==> config.mk <==
export PLATFORM = sky130hd
export DESIGN_NAME = icd_ctrl
export DESIGN_NICKNAME = d
export VERILOG_FILES = /design/src/rtl/icd_pkg.sv /design/src/rtl/icd_evt_src.sv /design/src/rtl/icd_evt_cell.sv /design/src/rtl/icd_evt_bank.sv /design/src/rtl/icd_irq_comb.sv /design/src/rtl/icd_ctrl.sv
export SDC_FILE = /design/constraint.sdc
export NUM_CORES = 1
export LEC_CHECK = 0
export BUFFER_PORTS_ARGS = -buffer_cell sky130_fd_sc_hd__buf_4
export CORE_MARGIN = 2
export CORE_UTILIZATION = 35
export DETAILED_ROUTE_END_ITERATION = 6
export PLACE_DENSITY = 0.81
export SLEW_MARGIN = 20
export SYNTH_ARGS = -nofsm -noshare
export SYNTH_HDL_FRONTEND = slang
export SYNTH_SLANG_ARGS = --single-unit
==> constraint.sdc <==
create_clock -name clk_i -period 1.23 [get_ports clk_i]
set_input_delay 0.246 -clock clk_i [delete_from_list [all_inputs] [get_ports clk_i]]
set_output_delay 0.246 -clock clk_i [all_outputs]
set_load 0.1 [all_outputs]
==> src/rtl/icd_pkg.sv <==
package icd_pkg;
  localparam int unsigned REG_W    = 32;
  localparam int unsigned EVT_N    = 7;
  localparam int unsigned EVT_LSB  = 8;
  localparam int unsigned EN_OFS   = 16;
  localparam int unsigned PRES_BIT = 1;
  localparam int unsigned LED_BIT  = 15;

  // event slot order is software-visible
  localparam int unsigned EV_INSERT   = 0;
  localparam int unsigned EV_REMOVE   = 1;
  localparam int unsigned EV_EMPTY    = 2;
  localparam int unsigned EV_DMA_DONE = 3;
  localparam int unsigned EV_UNDERRUN = 4;
  localparam int unsigned EV_MISMATCH = 5;
  localparam int unsigned EV_DMA_ERR  = 6;
endpackage

==> src/rtl/icd_evt_src.sv <==
module icd_evt_src
  import icd_pkg::*;
#(
  parameter int unsigned N = EVT_N
) (
  input  logic         evt_insert_i,
  input  logic         evt_remove_i,
  input  logic         evt_empty_i,
  input  logic         evt_dma_done_i,
  input  logic         evt_mismatch_i,
  input  logic         evt_dma_err_i,
  input  logic         fifo_rd_i,
  input  logic         fifo_empty_i,
  output logic [N-1:0] raise_o
);
  always_comb begin
    raise_o              = '0;
    raise_o[EV_INSERT]   = evt_insert_i;
    raise_o[EV_REMOVE]   = evt_remove_i;
    raise_o[EV_EMPTY]    = evt_empty_i;
    raise_o[EV_DMA_DONE] = evt_dma_done_i;
    // underrun: read attempted while nothing is queued
    raise_o[EV_UNDERRUN] = fifo_rd_i & fifo_empty_i;
    raise_o[EV_MISMATCH] = evt_mismatch_i;
    raise_o[EV_DMA_ERR]  = evt_dma_err_i;
  end
endmodule

==> src/rtl/icd_evt_cell.sv <==
module icd_evt_cell (
  input  logic clk_i,
  input  logic rst_ni,
  input  logic raise_i,
  input  logic clr_i,
  output logic q_o
);
  // raise wins over clear
  always_ff @(posedge clk_i or negedge rst_ni) begin
    if (!rst_ni) q_o <= 1'b0;
    else         q_o <= raise_i | (q_o & ~clr_i);
  end
endmodule

==> src/rtl/icd_evt_bank.sv <==
module icd_evt_bank #(
  parameter int unsigned N = 7
) (
  input  logic         clk_i,
  input  logic         rst_ni,
  input  logic [N-1:0] raise_i,
  input  logic         wr_i,
  input  logic [N-1:0] keep_i,
  input  logic [N-1:0] en_d_i,
  output logic [N-1:0] evt_o,
  output logic [N-1:0] en_o
);
  for (genvar g = 0; g < N; g++) begin : g_slot
    icd_evt_cell u_cell (
      .clk_i  (clk_i),
      .rst_ni (rst_ni),
      .raise_i(raise_i[g]),
      .clr_i  (wr_i & ~keep_i[g]),
      .q_o    (evt_o[g])
    );
  end

  always_ff @(posedge clk_i or negedge rst_ni) begin
    if (!rst_ni)   en_o <= '0;
    else if (wr_i) en_o <= en_d_i;
  end
endmodule

==> src/rtl/icd_irq_comb.sv <==
module icd_irq_comb #(
  parameter int unsigned N = 7
) (
  input  logic [N-1:0] evt_i,
  input  logic [N-1:0] en_i,
  output logic         irq_o
);
  assign irq_o = |(evt_i & en_i);
endmodule

==> src/rtl/icd_ctrl.sv <==
module icd_ctrl
  import icd_pkg::*;
#(
  parameter int unsigned W        = REG_W,
  parameter int unsigned N        = EVT_N,
  parameter int unsigned LSB      = EVT_LSB,
  parameter int unsigned OFS      = EN_OFS,
  parameter int unsigned PRES_POS = PRES_BIT,
  parameter int unsigned LED_POS  = LED_BIT
) (
  input  logic         clk_i,
  input  logic         rst_ni,
  input  logic         reg_we_i,
  input  logic [W-1:0] reg_wdata_i,
  output logic [W-1:0] reg_rdata_o,
  input  logic         present_i,
  input  logic         led_i,
  input  logic         evt_insert_i,
  input  logic         evt_remove_i,
  input  logic         evt_empty_i,
  input  logic         evt_dma_done_i,
  input  logic         evt_mismatch_i,
  input  logic         evt_dma_err_i,
  input  logic         fifo_rd_i,
  input  logic         fifo_empty_i,
  output logic         irq_o
);
  localparam int unsigned EN_LSB = LSB + OFS;

  logic [N-1:0] raise, evt_q, en_q;

  icd_evt_src #(.N(N)) u_src (
    .evt_insert_i  (evt_insert_i),
    .evt_remove_i  (evt_remove_i),
    .evt_empty_i   (evt_empty_i),
    .evt_dma_done_i(evt_dma_done_i),
    .evt_mismatch_i(evt_mismatch_i),
    .evt_dma_err_i (evt_dma_err_i),
    .fifo_rd_i     (fifo_rd_i),
    .fifo_empty_i  (fifo_empty_i),
    .raise_o       (raise)
  );

  icd_evt_bank #(.N(N)) u_bank (
    .clk_i  (clk_i),
    .rst_ni (rst_ni),
    .raise_i(raise),
    .wr_i   (reg_we_i),
    .keep_i (reg_wdata_i[LSB +: N]),
    .en_d_i (reg_wdata_i[EN_LSB +: N]),
    .evt_o  (evt_q),
    .en_o   (en_q)
  );

  icd_irq_comb #(.N(N)) u_irq (
    .evt_i(evt_q),
    .en_i (en_q),
    .irq_o(irq_o)
  );

  always_comb begin
    reg_rdata_o               = '0;
    reg_rdata_o[PRES_POS]     = present_i;
    reg_rdata_o[LED_POS]      = led_i;
    reg_rdata_o[LSB +: N]     = evt_q;
    reg_rdata_o[EN_LSB +: N]  = en_q;
  end

  logic unused_wdata;
  assign unused_wdata = ^{reg_wdata_i[LSB-1:0], reg_wdata_i[EN_LSB-1:LSB+N], reg_wdata_i[W-1:EN_LSB+N]};
endmodule

==> impl_metrics.csv <==
group,metric,value,unit
outcome,outcome,"complete, but fails checks",
outcome,violations,"negative setup slack",
finish,area_delta_synth_final,74.92,%
finish,finish.instance_area,1388,um^2
worst_setup_path,worstPathMaxFanout,2,
power,finalPower,1.851,mW
clock_network,numCtsBuffers,3,
place,io_buffers,39,
timing,period_minus_slack,1.763,ns
detailed_routing,ant_nets,0,
detailed_routing,drc,0,
synth,synth.lib_cells_used.distinct,12,
finish,nets,162,
worst_setup_path,start_kind,"register",
die,die_h,51.61,um
finish,final_util,0.6396,
synth,yosys_warnings,0,
timing,post-route-period-util,1.433,
clock_network,cts.sinks,14,
worst_setup_path,cp.required,0.98,ns
timing,rsz0062_at_grt,"true",
synth,ys_seq_area_frac,0.4416,
power,powerDensity,1334,nW/um^2
grt,grt_pass1_vias,635,
worst_setup_path,critPathKind,"reg2out",
clock_network,clk_latency,0.28,ns
place,dpl.cell_count,135,
place,place.gp.congestion,0.6181,
grt,grt_start_max_net_pins,15,
power,irDropWorstVdd,0.7647,mV
finish,drive_gt1_frac,0.6724,
worst_setup_path,cp-end-kind,"output pin",
die,start_util,0.3656,
place,placed_area,1100,um^2
die,rows,17,
power,p_leak,0.6861,nW
timing,fmax,567.3,MHz
timing,setup_violations,2,
detailed_routing,first_pass_iters,4,
clock_network,cts_tree,"yes",
detailed_routing,detail_route.iter0.violations,4,
grt,antenna_found_initial,0,
clock_network,clk_pin_slew,0.09,ns
synth,synth.avg_cell_area,12.02,um^2
clock_network,root_buffer,"clkbuf_4",
clock_network,cts_max_level,1,
synth,synth_area,793.3,um^2
grt,grt_pass1_wl,3084,um
synth,synthCells,66,
timing,drv_slew,0,
die,coreArea,2170,um^2
clock_network,clk_path_buf_depth,2,
grt,grt_use_total,0.1649,
finish,diodes,0,
detailed_routing,num_vias,585,
die,dieArea,2663,um^2
worst_setup_path,crit_arrival,1.52,ns
min_path,hp-class,"in2reg",
die,die_width,51.61,um
detailed_routing,vias_per_cell,4.063,
place,hpwl,1434,um
detailed_routing,wire_per_inst,13.60,um
timing,hold_violations,0,
detailed_routing,drt-total-wl,1959,um
synth,ys_ff_latch,14,
finish,fin_cells,144,
timing,skew,0,ns
job,maxCapViolations,0,
timing,fin_ws,-0.5326,ns
grt,grt_remaining_overflow,0,
timing,setup_tns,-0.7098,ns
die,io_pins,78,
## area by class of cell
| cell class | instances | area (um^2) |
|---|---|---|
| Clock buffer | 4 | 36.28 |
| Fill cell | 183 | 782.0 |
| Multi-Input combinational cell | 41 | 312.8 |
| Sequential cell | 14 | 361.6 |
| Tap cell | 28 | 35.03 |
| Timing Repair Buffer | 57 | 641.9 |
## cell families after synthesis
kind of cell	share of synthesized area
flops	0.4416
compound gates	0.09936
simple gates	0.07097
buf+inv	0.2508
mux	0.1325
other cells	0.004727
## sequential cells by signal (all words and copies together), names as in the netlist
register                  flops
u_bank.en_o                   7
u_bank.g_slot.u_cell.q_o      7
## power by group
group	internal, mW	switching (mW)	leakage [nW]
clock network	0.180	0.153	0.0210
registers	0.506	0.0306	0.146
logic	0.336	0.646	0.519
total	1.02	0.829	0.686
## worst max-delay path: stages, from the launching register on
cell and delay, ns:
dfrtp_4 0.48, a222oi_1 0.32, buf_4 0.18, nand3_4 0.07, buf_12 0.18
## through the flow
step	hold slack, ns	setup slack (ns)
2_1_floorplan	-0.04959	-0.4574
3_3_place_gp	0.09903	-0.2600
3_5_place_dp	0.1094	-0.2851
4_1_cts	0.1298	-0.5578
5_1_grt	0.1082	-0.5907
6_report	0.1368	-0.5326
## final timing paths
check	depth (start not counted)	start	end	slack (ns)
max in group asynchronous	2	rst_ni	u_bank.en_o[4]	0.70
min in group asynchronous	2	rst_ni	u_bank.en_o[2]	0.35
max reg2reg	3	u_bank.en_o[4]	u_bank.en_o[4]	0.12
max	4	u_bank.en_o[4]	irq_o	-0.53
min reg2reg	1	u_bank.en_o[2]	u_bank.en_o[2]	0.56
min	2	evt_dma_err_i	u_bank.g_slot[6].u_cell.q_o	0.14
## cell usage after synthesis
cell      count  area, um^2
mux2_4        7       105.1
a21o_1        6       45.04
buf_6         1       11.26
buf_4        25       187.7
nand2b_2      3       26.28
conb_1        1       3.750
dfrtp_1      14       350.3
a22o_1        1       8.760
a222oi_1      1       10.01
nand3_1       1       5.000
nand2b_1      4       25.02
a22oi_1       2       15.01
## what timing repair did
action,4_1_cts,5_1_grt
resized for setup,47,6
endpoints found under the hold margin,14,0
buffers inserted,2,4
hold buffers,1,0
pin swaps,0,0
gates cloned,0,0
setup endpoints to repair,13,15
## layout by cell type, fill, tap and decap left out, types with 2 or more instances in the layout
cell / Yosys / final
dfrtp_2: 0 / 6
buf_4: 25 / 30
nand2b_1: 4 / 4
mux2_4: 7 / 7
a21o_1: 6 / 6
buf_6: 1 / 13
conb_1: 1 / 16
dfrtp_1: 14 / 7
nand2b_2: 3 / 3
a22oi_1: 2 / 2
buf_12: 0 / 13
clkbuf_4: 0 / 3
## per-layer routing
layer	up-vias	global-route usage	share of wire
met5	-	0	0
met4	0	0.05263	0
met3	0	0.05747	0.061
met2	26	0.3141	0.63
met1	278	0.1652	0.31
li1	281	-	-
Power figures use the tool's default switching activity.
